`config.mk`:
```
export PLATFORM = sky130hd
export DESIGN_NAME = strobe_fifo
export DESIGN_NICKNAME = d
export VERILOG_FILES = /design/src/rtl/strobe_fifo_pkg.sv /design/src/rtl/strobe_sync.sv /design/src/rtl/fifo_store.sv /design/src/rtl/fifo_ctrl.sv /design/src/rtl/strobe_fifo.sv
export SDC_FILE = /design/constraint.sdc
export NUM_CORES = 2
export LEC_CHECK = 0
export ABC_AREA = 0
export BUFFER_PORTS_ARGS = -buffer_cell sky130_fd_sc_hd__buf_4
export CORE_MARGIN = 5
export CORE_UTILIZATION = 25
export CTS_BUF_LIST = sky130_fd_sc_hd__clkbuf_4
export DETAILED_ROUTE_END_ITERATION = 8
export PLACE_DENSITY = 0.42
export SETUP_SLACK_MARGIN = 0.5
export SLEW_MARGIN = 20
export SYNTH_ARGS = -nofsm -noshare
export SYNTH_HDL_FRONTEND = slang
export SYNTH_HIERARCHICAL = 1
export SYNTH_MEMORY_MAX_BITS = 65536
export SYNTH_SLANG_ARGS = --single-unit
```
`constraint.sdc`:
```
create_clock -name clk -period 3.3 [get_ports clk]
set_input_delay 0.33 -clock clk [delete_from_list [all_inputs] [get_ports clk]]
set_output_delay 0.33 -clock clk [all_outputs]
set_load 0.01 [all_outputs]
```
`src/rtl/strobe_fifo_pkg.sv`:
```
package strobe_fifo_pkg;
    // strobe lane indices inside the synchronizer bank
    localparam int LANE_RD    = 0;
    localparam int LANE_WR    = 1;
    localparam int LANE_RW    = 2;
    localparam int LANE_COUNT = 3;

    typedef struct packed {
        logic level;  // synchronized strobe level (1 = inactive)
        logic fall;   // one-cycle pulse on high-to-low transition
        logic rise;   // one-cycle pulse on low-to-high transition
        logic idle;   // high now and high the cycle before
    } strobe_ev_t;
endpackage

```
`src/rtl/strobe_sync.sv`:
```
module strobe_sync #(
    parameter int STAGES = 2
) (
    input  logic clk,
    input  logic rst_n,
    input  logic strobe_n,
    output strobe_fifo_pkg::strobe_ev_t ev_o
);
    typedef struct packed {
        logic [STAGES-1:0] sh;
        logic              prev;
    } sync_t;

    sync_t s_d, s_q;

    always_comb begin
        s_d.sh   = {s_q.sh[STAGES-2:0], strobe_n};
        s_d.prev = s_q.sh[STAGES-1];
        if (!rst_n) begin
            s_d = '1;
        end
    end

    always_ff @(posedge clk) begin
        s_q <= s_d;
    end

    always_comb begin
        ev_o.level = s_q.sh[STAGES-1];
        ev_o.fall  = s_q.prev & ~s_q.sh[STAGES-1];
        ev_o.rise  = ~s_q.prev & s_q.sh[STAGES-1];
        ev_o.idle  = s_q.prev & s_q.sh[STAGES-1];
    end

    // one edge pulse per transition
    assert_edge_once_R11: assert property (@(posedge clk) disable iff (!rst_n)
        ev_o.fall |=> !ev_o.fall);
endmodule

```
`src/rtl/fifo_store.sv`:
```
module fifo_store #(
    parameter int DEPTH = 512,
    parameter int WIDTH = 9,
    localparam int AW   = $clog2(DEPTH)
) (
    input  logic             clk,
    input  logic             rst_n,
    input  logic             we,
    input  logic [AW-1:0]    waddr,
    input  logic [WIDTH-1:0] wdata,
    input  logic             re,
    input  logic [AW-1:0]    raddr,
    output logic [WIDTH-1:0] rdata
);
    logic [WIDTH-1:0] mem [DEPTH];
    logic [WIDTH-1:0] rdata_d, rdata_q;

    always_ff @(posedge clk) begin
        if (we) begin
            mem[waddr] <= wdata;
        end
    end

    always_comb begin
        rdata_d = re ? mem[raddr] : rdata_q;
        if (!rst_n) begin
            rdata_d = '0;
        end
    end

    always_ff @(posedge clk) begin
        rdata_q <= rdata_d;
    end

    assign rdata = rdata_q;
endmodule

```
`src/rtl/fifo_ctrl.sv`:
```
module fifo_ctrl #(
    parameter int DEPTH = 512,
    localparam int AW   = $clog2(DEPTH),
    localparam int CW   = AW + 1
) (
    input  logic          clk,
    input  logic          rst_n,
    input  strobe_fifo_pkg::strobe_ev_t rd_ev,
    input  strobe_fifo_pkg::strobe_ev_t wr_ev,
    input  strobe_fifo_pkg::strobe_ev_t rw_ev,
    input  logic          cascade_mode,
    output logic          we,
    output logic [AW-1:0] waddr,
    output logic          re,
    output logic [AW-1:0] raddr,
    output logic          empty_n,
    output logic          full_n
);
    localparam logic [CW-1:0] FULL_CNT = CW'(DEPTH);
    localparam logic [AW-1:0] LAST_PTR = AW'(DEPTH - 1);

    typedef struct packed {
        logic [AW-1:0] rptr;
        logic [AW-1:0] wptr;
        logic [CW-1:0] count;
        logic          wr_armed;
        logic          wrapped;
    } ctrl_t;

    ctrl_t c_d, c_q;
    logic  rd_go, wr_go, rew_go, wr_arm;

    always_comb begin
        rd_go  = rd_ev.fall && (c_q.count != '0);
        wr_arm = wr_ev.fall && (c_q.count != FULL_CNT);
        wr_go  = wr_ev.rise && c_q.wr_armed;
        rew_go = rw_ev.fall && rd_ev.idle && wr_ev.idle && !cascade_mode && !c_q.wr_armed;

        c_d = c_q;
        if (wr_arm) begin
            c_d.wr_armed = 1'b1;
        end else if (wr_ev.rise) begin
            c_d.wr_armed = 1'b0;
        end

        if (rd_go) begin
            c_d.rptr = (c_q.rptr == LAST_PTR) ? '0 : c_q.rptr + AW'(1);
        end
        if (wr_go) begin
            c_d.wptr = (c_q.wptr == LAST_PTR) ? '0 : c_q.wptr + AW'(1);
            if (c_q.wptr == LAST_PTR) begin
                c_d.wrapped = 1'b1;
            end
        end

        if (rew_go) begin
            c_d.rptr = '0;
            if (c_q.wptr == '0) begin
                c_d.count = c_q.wrapped ? FULL_CNT : '0;
            end else begin
                c_d.count = {1'b0, c_q.wptr};
            end
        end else if (wr_go && !rd_go) begin
            c_d.count = c_q.count + CW'(1);
        end else if (rd_go && !wr_go) begin
            c_d.count = c_q.count - CW'(1);
        end

        if (!rst_n) begin
            c_d = '0;
        end
    end

    always_ff @(posedge clk) begin
        c_q <= c_d;
    end

    assign we      = wr_go;
    assign waddr   = c_q.wptr;
    assign re      = rd_go;
    assign raddr   = c_q.rptr;
    assign empty_n = (c_q.count != '0);
    assign full_n  = (c_q.count != FULL_CNT);

    assert_no_overflow_R3: assert property (@(posedge clk) disable iff (!rst_n)
        c_q.count <= FULL_CNT);
    assert_full_blocks_write_R3: assert property (@(posedge clk) disable iff (!rst_n)
        (!full_n && !rd_go && !rew_go) |=> !full_n);
    assert_empty_blocks_read_R4: assert property (@(posedge clk) disable iff (!rst_n)
        (!empty_n && !wr_go && !rew_go) |=> !empty_n);
    assert_flags_exclusive_R5: assert property (@(posedge clk) disable iff (!rst_n)
        $onehot0({~empty_n, ~full_n}));
    assert_rewind_keeps_wptr_R9: assert property (@(posedge clk) disable iff (!rst_n)
        rew_go |=> (c_q.rptr == '0) && $stable(c_q.wptr));
    assert_rewind_gated_R10: assert property (@(posedge clk) disable iff (!rst_n)
        (rw_ev.fall && (cascade_mode || !rd_ev.idle || !wr_ev.idle)) |=> $stable(c_q.count) || $past(rd_go) || $past(wr_go));
endmodule

```
`src/rtl/strobe_fifo.sv`:
```
module strobe_fifo #(
    parameter int DEPTH  = 512,
    parameter int WIDTH  = 9,
    parameter int STAGES = 2
) (
    input  logic             clk,
    input  logic             rst_n,
    input  logic             rd_n,
    input  logic             wr_n,
    input  logic             rewind_n,
    input  logic             cascade_mode,
    input  logic [WIDTH-1:0] din,
    output logic [WIDTH-1:0] dout,
    output logic             dout_oe,
    output logic             empty_n,
    output logic             full_n
);
    import strobe_fifo_pkg::*;
    localparam int AW = $clog2(DEPTH);

    logic [LANE_COUNT-1:0] lane_n;
    strobe_ev_t            ev [LANE_COUNT];
    logic                  we, re;
    logic [AW-1:0]         waddr, raddr;

    always_comb begin
        lane_n          = '1;
        lane_n[LANE_RD] = rd_n;
        lane_n[LANE_WR] = wr_n;
        lane_n[LANE_RW] = rewind_n;
    end

    for (genvar g = 0; g < LANE_COUNT; g++) begin : g_lane
        strobe_sync #(.STAGES(STAGES)) u_sync (
            .clk      (clk),
            .rst_n    (rst_n),
            .strobe_n (lane_n[g]),
            .ev_o     (ev[g])
        );
    end

    fifo_ctrl #(.DEPTH(DEPTH)) u_ctrl (
        .clk          (clk),
        .rst_n        (rst_n),
        .rd_ev        (ev[LANE_RD]),
        .wr_ev        (ev[LANE_WR]),
        .rw_ev        (ev[LANE_RW]),
        .cascade_mode (cascade_mode),
        .we           (we),
        .waddr        (waddr),
        .re           (re),
        .raddr        (raddr),
        .empty_n      (empty_n),
        .full_n       (full_n)
    );

    fifo_store #(.DEPTH(DEPTH), .WIDTH(WIDTH)) u_store (
        .clk   (clk),
        .rst_n (rst_n),
        .we    (we),
        .waddr (waddr),
        .wdata (din),
        .re    (re),
        .raddr (raddr),
        .rdata (dout)
    );

    assign dout_oe = ~ev[LANE_RD].level;

    assert_oe_idle_reset_R1: assert property (@(posedge clk) disable iff (!rst_n)
        $rose(rst_n) |-> !dout_oe);
endmodule

```
# Yosys cells after proc, flatten, opt, wreduce, memory -nomap -nowiden

Memory sizes are Yosys's and may differ from the RTL's. A register that Yosys moved wholly into a read port is not among the register bits.
Cells that the tools add are included.

Muxes and demuxes: 11
Bitwise logic cells: 11
Add/sub/neg operators: 4
Reduce and logical (&&, ||, !) cells: 20
Eq/ne operators: 3

Operators by type and width:

| operator                | number |
|---|---|
| $mux W10                | 5 |
| $add A9 B1 Y9 const B   | 2 |
| $eq A9 B9 Y1 const B    | 2 |
| $mux W9                 | 2 |
| $add A10 B1 Y10 const B | 1 |
| $ne A10 B10 Y1 const B  | 1 |
| $reduce_bool A10 Y1     | 1 |
| $sub A10 B1 Y10 const B | 1 |
| $logic_and A1 B1 Y1     | 9 |
| $logic_not A9 Y1        | 1 |
| $and A1 B1 Y1           | 6 |
| $logic_not A1 Y1        | 5 |
| $not A1 Y1              | 5 |
| $mux W1                 | 4 |
| $reduce_bool A3 Y1      | 1 |
| $reduce_and A2 Y1       | 1 |
| $reduce_bool A2 Y1      | 1 |
| $reduce_or A2 Y1        | 1 |

Memories kept: 1
Output and inout bits: 12
Register bits: 39
Input bits: 15
Memory bits (writable): 4,608

Memory list:

| name        | depth | bits a word | rd ports | clocked after memory_dff | write ports | RTL line         | source |
|---|---|---|---|---|---|---|---|
| u_store.mem | 512   | 9           | 1        | 1                        | 1           | fifo_store.sv:15 | `logic [WIDTH-1:0] mem [DEPTH];` |

# Logic depth before layout (Yosys ltp)

Word-level depth: 8
Depth in mapped cells: 15
Depth with buffers taken out: 12

# Modules after synthesis

The synthesis kept the hierarchy.

By module, submodules not included:

| module      | area each (um^2) | instances | cells each |
|---|---|---|---|
| fifo_store  | 178,976.7        | 1         | 8,400 |
| fifo_ctrl   | 1,993.2          | 1         | 248 |
| strobe_sync | 108.9            | 3         | 10 |
| strobe_fifo | 3.8              | 1         | 1 |

# Worst setup path after synthesis

Ideal clock, no wire load.

Kind: reg-to-reg
Start: register u_ctrl/c_q[5] (netlist name)
End: register u_ctrl/c_q[11] (netlist name)
Clock period less this slack: 2.838 ns
Library setup time: 0.116 ns
Path buffers: 0
Path slack: 0.462 ns
Stages on the path, launching flop included: 12
Arrival: 2.722 ns
Cells stage by stage: dfxtp_1 > nor4_2 > nand4_2 > nand2_4 > nand2_1 > ha_1 > a21o_1 > a21oi_1 > o21ai_0 > a221oi_1 > xor2_1 > a31o_2

Longest elaborated chain between the ends: 6

RTL lines:

| what                    | RTL line          | source |
|---|---|---|
| from (decl)             | fifo_ctrl.sv:30   | `ctrl_t c_d, c_q;` |
| from (signal assigned)  | fifo_ctrl.sv:75   | `c_q <= c_d;` |
| $reduce_bool A10 Y1 (*) | --                |  |
| net empty_n             | strobe_fifo.sv:15 | `output logic empty_n,` |
| $logic_and A1 B1 Y1 (*) | fifo_ctrl.sv:34   | `rd_go = rd_ev.fall && (c_q.count != '0);` |
| $logic_not A1 Y1        | fifo_ctrl.sv:63   | `end else if (wr_go && !rd_go) begin` |
| $logic_and A1 B1 Y1     | fifo_ctrl.sv:63   |  |
| $mux W10                | fifo_ctrl.sv:63   |  |
| $mux W10                | fifo_ctrl.sv:56   | `if (rew_go) begin` |

The timed path passes the listed nets; every way through them passes the cells marked *. The select of a mux whose other input is x is not followed.
A chain may end at the register's enable or synchronous reset.

==> results by stage <==
Place:
- The global placer's final weighted congestion is 0.8334.
- The half-perimeter wire length of the detailed placement result is 432.6 mm.
- Before CTS, the worst setup slack after placement is -1.035 ns.
- Input and output buffers added on the ports amount to 26.

Synth:
- The cell area after synthesis is around 180000 sq um.
- The number of instances in the synthesized netlist is 8674.
- A synthesized cell averages around 21 sq um.
- The count of warnings emitted by yosys is 6.
- The total nets after synthesis is 8703.

Routing:
- The number of iterations in the first detailed-routing pass is 5.
- The number of nets still failing antenna checks after routing is 0.
- The first routing iteration left 11940 violations.
- The per-cell via count in the routed design is between 4 and 5.
- Summed over all layers, the routed wires come to 678.3 mm.
- The mean routed wirelength per cell is around 31 um.
- The total number of vias is between 100k and 150k.
- After detailed routing, the number of remaining DRC violations is 0.

Clocking:
- The cell sitting at the root of the clock tree is a clkbuf_4.
- CTS built an H-tree with a depth of 7.
- The TritonCTS clock tree is yes.
- The clock insertion delay at the later pin of the skew report is between 1.5 and 2 ns.
- In this run the deepest clock path goes through 5 buffers.
- The clock transition at the registers of the reported paths is 0.07 ns.
- The number of clock buffers added by TritonCTS is ~1300.
- The number of sinks on the clock net is 4656.

Floorplanning:
- The row count is 312.
- The floorplan die width is between 800 and 900 um.
- The core region is about 720000 sq um.
- For this design the top-level I/O count stands at 27.
- The floorplan step set the die height to 861.5 um.
- The initial utilization of the core area, before any placement, comes to between 20% and 30%.
- The die covers about 740000 sq um.

Worst setup path:
- The worst setup path category is reg -> reg.
- The worst setup path is launched from a flip-flop.
- The endpoint identified for the worst register-to-register timing path is u_store/rdata[1]$_SDFFE_PN0P_.
- In this run the register-to-register setup slack is -0.30 ns.
- The critical path capture point type is a flip-flop.
- The length in cells of the worst reg-to-reg path is 13.
- For the worst setup path, the data arrival time is approximately 5.2 ns.
- For the worst setup path, the data required time is between 4 and 5 ns.
- In this run the critical register-to-register path is launched from u_ctrl/raddr[0]$_SDFFE_PP0P_.
- In this run the worst path has a maximum fanout of 6.

Global routing:
- For this run, global-route usage on met2 was measured as about 29%.
- The global-route track usage on met1 is between 20% and 30%.
- The met3 global-route usage is 4.018%.
- The wire length of the first global-routing pass is slightly above 900 mm.
- The number of global-route vias before repair came to 108300.
- For this run, the total global-route usage over all layers was measured as between 10% and 20%.
- The layer with the highest usage is met2.
- The total overflow reported by the global router is 0.
- The largest net degree at the start of global routing is about 110.
- The initial antenna violation count is 73.

Cells and area:
- After filler insertion, the fill cell instance count of the layout stands at between 70000 and 80000.
- The area occupied by multi-input gates is 40080 sq um.
- The area growth from synthesis to final layout is 25.50%.
- The post-layout utilization of the core is 31.50%.
- The post-route netlist has 43.06% of its cells at a drive strength greater than 1.
- The area taken by flip-flops and latches is roughly 140000 sq um.
- The layout net count is roughly 11000.

Worst hold path:
- The start point of the worst hold path is din[2].
- The type of the most critical hold path is in -> reg.
- The endpoint with the worst hold slack is u_store/mem[137][2]$_DFFE_PP_.
- The worst hold path depth is 4.

Timing:
- The max-slew headroom at the worst pin is 24.91%.
- Setup repair after global routing could not meet its margin everywhere.
- The final max-slew violation count came to 0.
- The slew of the pin with the lowest slew margin is approximately 1.1 ns.
- The final count of hold timing violations is 0.
- The number of setup violations in the final report is 8.
- The maximum achievable frequency is ~0.28 GHz.
- Once routing completed, OpenROAD measured the worst setup slack at -0.2984 ns.
- For the finished layout, the period the worst path requires is between 3 and 4 ns.
- The clock arrives with around 0.16 ns of skew.
- Hold timing on the final database bottoms out at a slack of approximately 0.32 ns.
- The worst path uses 109.0% of the clock period.

Pwr:
- The leakage power of the design is between 0.07 and 0.08 uW.
- The power density over the cells is 536.9 nW/um^2.
- The largest vdd supply drop is approximately 0.34 mV.

Run status:
- The run finished, with violations left.
- The checks that failed: setup timing.

Job:
- Max-cap violations in this run came to 0.
[worst max-delay path: stages, from the launching register on]
cell	delay [ns]
dfxtp_4	0.40
buf_12	0.15
buf_8	0.11
buf_16	0.13
mux4_2	0.52
a22oi_2	0.26
buf_6	0.16
a21oi_4	0.06
buf_6	0.12
o211ai_1	0.87
o211ai_1	0.21
buf_4	0.22
o311ai_4	0.09
nand3_1	0.13
[per-layer routing]
layer  up-vias  share of wire (%)
met3      1093                7.7
met4        10                3.0
met1     56640                 42
met2      4952                 47
li1      42560                  -
met5         -             0.0097
[worst max-delay path by stage]
stage | start | endpoint | slack [ns] | depth (start not counted)
2_1_floorplan | g_lane[1].u_sync/s_q[0]$_SDFF_PN1_ | u_ctrl/c_q[11]$_SDFFE_PN0P_ | 0.56 | 12
3_5_place_dp | u_ctrl/raddr[0]$_SDFFE_PP0P_ | u_store/rdata[6]$_SDFFE_PN0P_ | -1.03 | 9
3_3_place_gp | u_ctrl/raddr[0]$_SDFFE_PP0P_ | u_store/rdata[6]$_SDFFE_PN0P_ | -1.03 | 9
6_report | u_ctrl/raddr[0]$_SDFFE_PP0P_ | u_store/rdata[1]$_SDFFE_PN0P_ | -0.30 | 13
4_1_cts | u_ctrl/raddr[0]$_SDFFE_PP0P_ | u_store/rdata[1]$_SDFFE_PN0P_ | -0.21 | 13
5_1_grt | u_ctrl/raddr[0]$_SDFFE_PP0P_ | u_store/rdata[1]$_SDFFE_PN0P_ | -0.33 | 13
[where the power goes]
part / leakage [uW] / switching (uW) / internal [uW] / total, uW
Combinational: 0.0219 / 3510 / 2970 / 6480
Clock: 0.00933 / 24100 / 26500 / 50600
Sequential: 0.0418 / 76.6 / 65000 / 65000
[cell type report]
type                            count  share of cell area, %
Inverter                           21                0.04730
Clock buffer                     1859                  6.135
Multi-Input combinational cell   3453                  17.62
Antenna cell                       45                0.04950
Clock inverter                    314                 0.6606
Tap cell                         9577                  5.268
Timing Repair Buffer             1966                  8.941
Sequential cell                  4656                  61.28
[through the flow]
stage	power (uW)	area (sq um)	instances	TNS (ns)
after global routing	127300	227400	21870	-1.446
final	122100	227500	21890	-0.9472
after detailed placement	71760	205900	19400	-7.389
after global placement	71670	205900	19400	-7.723
after CTS	123600	226000	21790	-1.042
after floorplan	69150	181300	8674	0
[flip-flops by register name, indices dropped and copies added, names as in the netlist]
signal and flops:
u_store/mem 4608, g_lane.u_sync/s_q 6, u_ctrl/c_q 12, u_store/rdata 9, g_lane.u_sync/ev_o 3, u_ctrl/raddr 9
u_ctrl/waddr 9
[repair_timing]
action | in CTS | in global routing
endpoints found under the setup margin | 1777 | 343
gates cloned | 33 | 5
gates resized for setup | 361 | 175
pin swaps | 54 | 51
hold endpoints to repair | 4656 | 0
buffers inserted | 131 | 56
hold buffers | 44 | 0
[placed cells by master, fill, tap and decap left out, types with 26 or more instances in the layout]
| cell type | count |
|---|---|
| nand3_1 | 95 |
| a31oi_1 | 27 |
| buf_6 | 87 |
| and3_1 | 26 |
| buf_4 | 1481 |
| nor3_1 | 54 |
| clkbuf_4 | 1859 |
| o22ai_1 | 115 |
| nand4_1 | 32 |
| dlygate4sd3_1 | 34 |
| a22oi_1 | 169 |
| buf_12 | 250 |
| buf_16 | 60 |
| a21oi_1 | 103 |
| mux2i_1 | 297 |
| o221ai_1 | 41 |
| mux4_2 | 1054 |
| nor2_1 | 554 |
| clkinv_1 | 240 |
| nor2_2 | 46 |
| nand2_1 | 249 |
| clkinv_2 | 49 |
| buf_8 | 28 |
| diode_2 | 45 |
| o21ai_0 | 52 |
| edfxtp_1 | 4608 |
Power figures use the tool's default switching activity.
